**src/rtl/ow_rom_pkg.sv**
```systemverilog
package ow_rom_pkg;
    localparam int CMD_W = 8;

    localparam logic [CMD_W-1:0] CODE_READ     = 8'h33;
    localparam logic [CMD_W-1:0] CODE_MATCH    = 8'h55;
    localparam logic [CMD_W-1:0] CODE_SEARCH   = 8'hF0;
    localparam logic [CMD_W-1:0] CODE_SKIP     = 8'hCC;
    localparam logic [CMD_W-1:0] CODE_RESUME   = 8'hA5;
    localparam logic [CMD_W-1:0] CODE_OD_SKIP  = 8'h3C;
    localparam logic [CMD_W-1:0] CODE_OD_MATCH = 8'h69;

    typedef enum logic [2:0] {
        ST_IDLE,
        ST_CMD,
        ST_READ,
        ST_MATCH,
        ST_SRCH_TRUE,
        ST_SRCH_CMP,
        ST_SRCH_DIR,
        ST_FUNC
    } rom_state_e;
endpackage

```
**src/rtl/ow_cmd_rx.sv**
```systemverilog
module ow_cmd_rx #(
    parameter int CMD_W = 8
) (
    input  logic             clk,
    input  logic             rst_n,
    input  logic             clear,
    input  logic             shift,
    input  logic             bit_in,
    output logic             done,
    output logic [CMD_W-1:0] code
);
    localparam int CNT_W = (CMD_W > 1) ? $clog2(CMD_W) : 1;
    localparam logic [CNT_W-1:0] CNT_LAST = CNT_W'(CMD_W - 1);

    logic [CMD_W-1:0] sreg;
    logic [CNT_W-1:0] cnt;

    // first bit received ends up in bit 0
    assign code = {bit_in, sreg[CMD_W-1:1]};
    assign done = shift && (cnt == CNT_LAST);

    always_ff @(posedge clk or negedge rst_n) begin
        if (!rst_n) begin
            sreg <= '0;
            cnt  <= '0;
        end else if (clear) begin
            sreg <= '0;
            cnt  <= '0;
        end else if (shift) begin
            sreg <= code;
            cnt  <= done ? '0 : cnt + 1'b1;
        end
    end
endmodule

```
**src/rtl/ow_bit_idx.sv**
```systemverilog
module ow_bit_idx #(
    parameter int N = 64
) (
    input  logic                 clk,
    input  logic                 rst_n,
    input  logic                 clear,
    input  logic                 inc,
    output logic [$clog2(N)-1:0] idx,
    output logic                 last
);
    localparam int IW = $clog2(N);
    localparam logic [IW-1:0] IDX_LAST = IW'(N - 1);

    assign last = (idx == IDX_LAST);

    always_ff @(posedge clk or negedge rst_n) begin
        if (!rst_n)
            idx <= '0;
        else if (clear)
            idx <= '0;
        else if (inc && !last)
            idx <= idx + 1'b1;
    end
endmodule

```
**src/rtl/ow_flag_ctl.sv**
```systemverilog
module ow_flag_ctl (
    input  logic clk,
    input  logic rst_n,
    input  logic long_rst,
    input  logic od_set,
    input  logic od_restore,
    input  logic rc_set,
    input  logic rc_clr,
    output logic od,
    output logic rc
);
    logic od_saved;

    always_ff @(posedge clk or negedge rst_n) begin
        if (!rst_n) begin
            od       <= 1'b0;
            od_saved <= 1'b0;
        end else if (long_rst) begin
            od       <= 1'b0;
        end else if (od_set) begin
            od_saved <= od;
            od       <= 1'b1;
        end else if (od_restore) begin
            od       <= od_saved;
        end
    end

    always_ff @(posedge clk or negedge rst_n) begin
        if (!rst_n)
            rc <= 1'b0;
        else if (rc_clr)
            rc <= 1'b0;
        else if (rc_set)
            rc <= 1'b1;
    end
endmodule

```
**src/rtl/ow_rom_layer.sv**
```systemverilog
module ow_rom_layer
    import ow_rom_pkg::*;
#(
    parameter int ID_W = 64
) (
    input  logic            clk,
    input  logic            rst_n,
    input  logic [ID_W-1:0] reg_id,
    input  logic            line_rst,
    input  logic            rst_long,
    input  logic            bit_stb,
    input  logic            rx_bit,
    output logic            od_mode,
    output logic            fn_enable,
    output logic            tx_en,
    output logic            tx_bit
);
    localparam int IW = $clog2(ID_W);

    rom_state_e       state, nxt;
    logic             bit_go;
    logic             cmd_shift, cmd_done;
    logic [CMD_W-1:0] cmd_code;
    logic [IW-1:0]    idx;
    logic             idx_last, idx_clr, idx_inc;
    logic             id_bit, bit_diff;
    logic             mis_q, om_q;
    logic             od_set, od_restore, rc_set, rc_clr;
    logic             rc_q;

    assign bit_go    = bit_stb && !line_rst;
    assign cmd_shift = bit_go && (state == ST_CMD);
    assign id_bit    = reg_id[idx];
    assign bit_diff  = (rx_bit != id_bit);

    ow_cmd_rx #(.CMD_W(CMD_W)) u_cmd (
        .clk    (clk),
        .rst_n  (rst_n),
        .clear  (line_rst),
        .shift  (cmd_shift),
        .bit_in (rx_bit),
        .done   (cmd_done),
        .code   (cmd_code)
    );

    ow_bit_idx #(.N(ID_W)) u_idx (
        .clk   (clk),
        .rst_n (rst_n),
        .clear (idx_clr),
        .inc   (idx_inc),
        .idx   (idx),
        .last  (idx_last)
    );

    ow_flag_ctl u_flags (
        .clk        (clk),
        .rst_n      (rst_n),
        .long_rst   (line_rst && rst_long),
        .od_set     (od_set),
        .od_restore (od_restore),
        .rc_set     (rc_set),
        .rc_clr     (rc_clr),
        .od         (od_mode),
        .rc         (rc_q)
    );

    // next state and control strobes
    always_comb begin
        nxt        = state;
        idx_clr    = 1'b0;
        idx_inc    = 1'b0;
        od_set     = 1'b0;
        od_restore = 1'b0;
        rc_set     = 1'b0;
        rc_clr     = 1'b0;
        if (line_rst) begin
            nxt     = ST_CMD;
            idx_clr = 1'b1;
        end else if (bit_stb) begin
            unique case (state)
                ST_IDLE: nxt = ST_IDLE;
                ST_FUNC: nxt = ST_FUNC;
                ST_CMD: begin
                    if (cmd_done) begin
                        idx_clr = 1'b1;
                        case (cmd_code)
                            CODE_READ:     nxt = ST_READ;
                            CODE_MATCH:    nxt = ST_MATCH;
                            CODE_SEARCH:   nxt = ST_SRCH_TRUE;
                            CODE_SKIP:     nxt = ST_FUNC;
                            CODE_RESUME:   nxt = rc_q ? ST_FUNC : ST_IDLE;
                            CODE_OD_SKIP: begin
                                nxt    = ST_FUNC;
                                od_set = 1'b1;
                            end
                            CODE_OD_MATCH: begin
                                nxt    = ST_MATCH;
                                od_set = 1'b1;
                            end
                            default:       nxt = ST_IDLE;
                        endcase
                    end
                end
                ST_READ: begin
                    idx_inc = 1'b1;
                    if (idx_last)
                        nxt = ST_FUNC;
                end
                ST_MATCH: begin
                    idx_inc = 1'b1;
                    if (idx_last) begin
                        if (mis_q || bit_diff) begin
                            nxt        = ST_IDLE;
                            rc_clr     = 1'b1;
                            od_restore = om_q;
                        end else begin
                            nxt    = ST_FUNC;
                            rc_set = 1'b1;
                        end
                    end
                end
                ST_SRCH_TRUE: nxt = ST_SRCH_CMP;
                ST_SRCH_CMP:  nxt = ST_SRCH_DIR;
                ST_SRCH_DIR: begin
                    if (bit_diff) begin
                        nxt    = ST_IDLE;
                        rc_clr = 1'b1;
                    end else if (idx_last) begin
                        nxt    = ST_FUNC;
                        rc_set = 1'b1;
                    end else begin
                        idx_inc = 1'b1;
                        nxt     = ST_SRCH_TRUE;
                    end
                end
            endcase
        end
    end

    // state register with match bookkeeping
    always_ff @(posedge clk or negedge rst_n) begin
        if (!rst_n) begin
            state <= ST_IDLE;
            mis_q <= 1'b0;
            om_q  <= 1'b0;
        end else begin
            state <= nxt;
            if (idx_clr)
                mis_q <= 1'b0;
            else if (bit_go && state == ST_MATCH)
                mis_q <= mis_q | bit_diff;
            if (line_rst)
                om_q <= 1'b0;
            else if (cmd_done)
                om_q <= (cmd_code == CODE_OD_MATCH);
        end
    end

    // outputs decoded from the current state
    always_comb begin
        fn_enable = 1'b0;
        tx_en     = 1'b0;
        tx_bit    = 1'b1;
        unique case (state)
            ST_FUNC: fn_enable = 1'b1;
            ST_READ, ST_SRCH_TRUE: begin
                tx_en  = 1'b1;
                tx_bit = id_bit;
            end
            ST_SRCH_CMP: begin
                tx_en  = 1'b1;
                tx_bit = ~id_bit;
            end
            ST_IDLE, ST_CMD, ST_MATCH, ST_SRCH_DIR: begin
                tx_en  = 1'b0;
                tx_bit = 1'b1;
            end
        endcase
    end
endmodule

```
**config.mk**
```make
export PLATFORM = sky130hd
export DESIGN_NAME = ow_rom_layer
export DESIGN_NICKNAME = d
export VERILOG_FILES = /design/src/rtl/ow_rom_pkg.sv /design/src/rtl/ow_cmd_rx.sv /design/src/rtl/ow_bit_idx.sv /design/src/rtl/ow_flag_ctl.sv /design/src/rtl/ow_rom_layer.sv
export SDC_FILE = /design/constraint.sdc
export NUM_CORES = 1
export LEC_CHECK = 0
export BUFFER_PORTS_ARGS = -buffer_cell sky130_fd_sc_hd__buf_2
export CORE_MARGIN = 2
export CORE_UTILIZATION = 47
export DETAILED_ROUTE_END_ITERATION = 7
export GPL_TIMING_DRIVEN = 0
export HOLD_SLACK_MARGIN = 0.15
export PLACE_DENSITY = 0.71
export REMOVE_ABC_BUFFERS = 1
export SLEW_MARGIN = 20
export SYNTH_ARGS = -nofsm -noshare
export SYNTH_HDL_FRONTEND = slang
export SYNTH_HIERARCHICAL = 1
export SYNTH_SLANG_ARGS = --single-unit
```
**constraint.sdc**
```tcl
create_clock -name clk -period 7.7 [get_ports clk]
set_clock_uncertainty 0.2 [all_clocks]
set_input_delay 1.925 -clock clk [delete_from_list [all_inputs] [get_ports clk]]
set_output_delay 1.925 -clock clk [all_outputs]
set_load 0.03 [all_outputs]
```
After elaboration in Yosys (flattened, before gate mapping)

Index checks and enable logic that the tools add are counted.

Register bits: 25
Input bits: 70
Output and inout bits: 4

Add/subtract/negate cells: 2
$lt $le $gt $ge: 1
Equal/unequal tests: 20
Multiplexer cells: 64
Bitwise operators: 3
Reductions and logical operators: 25

Operators by type and width:

| operator            | count |
|---|---|
| $mux 1              | 41 |
| $mux 3              | 11 |
| $eq 8x8->1 const B  | 3 |
| $pmux 3 s8          | 1 |
| $eq 8x6->1 const B  | 2 |
| $eq 8x7->1 const B  | 2 |
| $mux 8              | 2 |
| $eq 3x3->1 const B  | 5 |
| $pmux 3 s5          | 1 |
| $mux 6              | 2 |
| $reduce_bool 2->1   | 6 |
| $reduce_or 2->1     | 5 |
| $ne 3x2->1 const B  | 3 |
| $pmux 1 s2          | 4 |
| $lt 6x7->1 const B  | 1 |
| $add 6x1->6 const B | 1 |
| $bmux 1 s6          | 1 |
| $eq 3x2->1 const B  | 2 |
| $eq 6x6->1 const B  | 1 |
| $logic_and 1x1->1   | 6 |
| $reduce_and 4->1    | 1 |
| $add 3x1->3 const B | 1 |
| $eq 3x1->1 const B  | 1 |
| $logic_not 3->1     | 1 |
| other kinds (9)     | 11 |

Logic depth before layout (Yosys ltp)

Depth after elaboration: 12
Depth in mapped cells: 13
Mapped depth without buffers: 10

By module

Netlist, hierarchy kept.

Modules (own cells, without submodules):

| module       | instances | cells an instance | area each (um2) | sequential area each (um2) |
|---|---|---|---|---|
| ow_rom_layer | 1         | 177               | 1345.0          | 125.1 |
| ow_cmd_rx    | 1         | 37                | 457.9           | 250.2 |
| ow_bit_idx   | 1         | 39                | 380.4           | 150.1 |
| ow_flag_ctl  | 1         | 10                | 130.1           | 75.1 |

Least setup slack after synthesis

OpenSTA, ideal clock, no wires.

Path kind: input to output
Start: input reg_id[23]
End: output tx_bit
Data arrival time: 3331 ps
Path slack: 2244 ps
Stages on the path: 7
Path buffers: 0
Cell sequence: mux2i_1 -> a22oi_1 -> nand2_1 -> o31ai_2 -> nor3_1 -> a21oi_1 -> mux2i_1

Longest elaborated chain between the ends: 4

RTL lines:

| item                           | line                | RTL |
|---|---|---|
| start: declaration             | ow_rom_layer.sv:8   | `input logic [ID_W-1:0] reg_id,` |
| $bmux 1 s6 *                   | ow_rom_layer.sv:33  | `assign id_bit = reg_id[idx];` |
| $mux 1 (not written as such) * | ow_rom_layer.sv:33  |  |
| $not 1->1                      | ow_rom_layer.sv:172 | `tx_bit = ~id_bit;` |
| $pmux 1 s2 *                   | ow_rom_layer.sv:164 | `unique case (state)` |
| end: declaration               | ow_rom_layer.sv:16  | `output logic tx_bit` |

Every way passes the cells marked *; elsewhere a longest branch is shown, timed or not. The select of a mux whose other input is x is not followed.

Final worst setup path

Start: input reg_id[22]
End: output tx_bit

Same word-level chain as after synthesis.

==> results.ini <==
[status]
status = completed

[global_routing]
antenna_found_initial = 0
grt_overflow = 0
grt_max_degree = 26
grt_pass1_vias = 2124
grt_pass1_wl_mm = 9.26
grt_util_all_layers = 0.211

[timing]
slew_headroom = 0.464
slew_viol_final = 0
period_share = 0.719
worst_slack_ns = 2.16
final.min_clock_period_ns = 5.54
tightest_slew_ns = 0.804
finalSetupViolCount = 0
worst_hold_slack_ns = 0.313
fin_tns_setup_ns = 0
grt_setup_unrepaired = no
max_freq_mhz = 181
timing_hold_violations_final = 0

[logic_synthesis]
synth_area_mm2 = 0.00231
ys_types = 58
syn_avg_cell_area_um2 = 8.80
synth_edf_count = 0
synth_warnings = 6
synth-seq-cells = 24
syn_inst = 263
yosysSeqAreaShare = 0.260
async_flop_share = 1.00
synthFlopType = dfrtp_1

[placed_design]
place_congestion = 0.844
dp_slack_ns = 2.13
placedCellCount = 388
hpwl_mm = 4.27
io_buffer_count = 73

[critical_path]
path_delay_family = compound AO/OA/AOI/OAI gates
crit_arrival_ns = 3.41
r2r_start = u_idx/idx[0]
crit_path_start = reg_id[22]
end_kind = primary output
rrSetupSlack_ns = 3.99
critical_path.max_fanout = 3
crit_type = input port to primary output
required_ns = 5.58
crit_buf_inv = 2
cpPeakStageDelay_ns = 0.31
r2r-end = u_idx/idx[5]
slowest_stage = o31ai_2
worstPathCellList = buf_2 > mux2i_1 > a22oi_1 > nand2_1 > o31ai_2 > nor3_1 > a21oi_1 > mux2i_1 > buf_2
cp-start-kind = input port
rr_worst_depth = 10

[route]
vias = 2257
wl_mm = 5.66
drt_pass1_iterations = 4
viasPerCell = 5.76
ant_nets = 0
drc = 0
drt_iter0_drc = 144
wl_per_cell_um = 14.4

[finish]
area_growth_pct = 17.8
stdcell_count = 392
diodes = 0
drive_above_1_share = 0.292
nets = 399

[min_path]
min_path_cells = 1
hold_path_end = u_cmd/cnt[2]
hold_path.class = flop to flop
min_from = u_cmd/cnt[2]

[die]
die_area_mm2 = 0.00550
rows = 25
core_region_area_mm2 = 0.00472
chipHeight_um = 74.2
io_pins = 74
initial_utilization = 0.490
die_w_um = 74.2

[clock_tree]
cts_hold_buf = 0
insertion_delay_ns = 0.28
path_clk_slew_ns = 0.09
cts_tree = yes
clock_sinks = 24
cts_setup_buffers = 0
htreeDepth = 1
numCtsBuffers = 3
cts_buffer_depth = 2
cts-resized-gates = 0
clockRootBuffer = clkbuf_8

[power]
power_density_mw_per_mm2 = 144
power_leakage_nw = 1.16
p_total_w = 0.000392
ir_drop_mv = 0.119

[flow_run]
cap_violations = 0

[state kept, by name (all words and copies together), names as in the netlist]
name	count
mis_q	1
om_q	1
u_idx/idx	6
u_flags/od_saved	1
u_cmd/sreg	7
state	3
u_flags/od	1
u_flags/rc	1
u_cmd/cnt	3
[per-layer routing]
layer  vias up  routed length, um  GRT usage
met4         0                 36     0.0303
met5         -                  0          0
met3         7                390     0.0447
met2        73               2660      0.373
li1       1117                  -          -
met1      1060               2580      0.270
[worst max path at each step]
stage          endpoint  slack (ns)  depth (start not counted)
2_1_floorplan    tx_bit        2.20                          7
3_3_place_gp     tx_bit        2.14                          9
3_5_place_dp     tx_bit        2.13                          9
4_1_cts          tx_bit        2.13                          9
5_1_grt          tx_bit        2.02                          9
6_report         tx_bit        2.16                          9
[placed cells by master, fill, tap and decap left out, drive strengths merged, types with 3 or more instances in the layout]
| cell type | Yosys | layout |
|---|---|---|
| nand2 | 14 | 14 |
| nand3 | 7 | 7 |
| and3 | 3 | 3 |
| nor2b | 7 | 7 |
| nor4bb | 4 | 4 |
| nand4b | 4 | 4 |
| nor3b | 5 | 5 |
| nand2b | 6 | 6 |
| mux2i | 43 | 43 |
| and2 | 5 | 5 |
| a22oi | 12 | 12 |
| a211oi | 3 | 3 |
| nand4 | 6 | 6 |
| a21oi | 11 | 11 |
| nor2 | 31 | 31 |
| o21ai | 6 | 6 |
| nor3 | 5 | 5 |
| o31ai | 4 | 4 |
| clkbuf | 7 | 4 |
| dfrtp | 24 | 24 |
| buf | 9 | 74 |
| o211ai | 3 | 3 |
| inv | 7 | 7 |
| ha | 3 | 3 |
[per-stage QoR]
stage	util	cell area [um^2]
CTS	0.577	2730
floorplan	-	2200
detailed placement	0.566	2670
global placement	0.561	2650
finish	0.577	2730
global route	0.577	2730
[worst register-to-register path, cell delays in order, from the launching register on]
cell,delay [ns]
dfrtp_2,0.62
buf_12,0.25
mux2i_1,0.22
a22oi_1,0.10
and4b_1,0.22
a41o_1,0.24
nor4_2,0.32
nor3_2,0.14
o22ai_1,0.64
nand4_1,0.28
o311a_1,0.39
[cell usage after synthesis (all sizes together) (3+ instances only)]
cell type / count / area (um^2)
ha: 3 / 37.5
o21ai: 6 / 30.0
buf: 9 / 86.3
nor3: 5 / 30.0
a22oi: 12 / 90.1
nor4bb: 4 / 40.0
nor2b: 7 / 61.3
and3: 3 / 18.8
dfrtp: 24 / 601
nand4b: 4 / 35.0
nand4: 6 / 37.5
inv: 7 / 26.3
nand2b: 6 / 37.5
a211oi: 3 / 22.5
a21oi: 11 / 55.1
nor3b: 5 / 37.5
clkbuf: 7 / 26.3
o31ai: 4 / 40.0
mux2i: 43 / 430
and2: 5 / 32.5
nand3: 7 / 35.0
nand2: 14 / 60.1
o211ai: 3 / 22.5
nor2: 31 / 119
[power by group]
part	internal, W	switching (W)
Sequential	0.000133	0.0000237
Combinational	0.0000724	0.0000722
Clock	0.0000458	0.0000447
[cell families (layout without fill, tap and decap cells)]
| family | count (synthesis) | count (layout) | share of synthesized area |
|---|---|---|---|
| AND/OR/NAND/NOR | 107 | 107 | 0.274 |
| AO/OA/AOI/OAI | 60 | 60 | 0.189 |
| multiplexers | 45 | 45 | 0.197 |
| flip-flops | 24 | 24 | 0.260 |
| buffers and inverters | 23 | 85 | 0.0600 |
| adder cells (fa/ha/maj) | 3 | 3 | 0.0162 |
| XOR/XNOR | 1 | 1 | 0.00379 |
[layout make-up]
class,instances,area [um^2]
fillers,437,2000
multi-input cells,216,1570
flip-flops and latches,24,602
repair buffers,74,385
well taps,67,83.8
clock buffers,4,55.1
inverters,7,26.3
(Power assumes the default switching activity.)
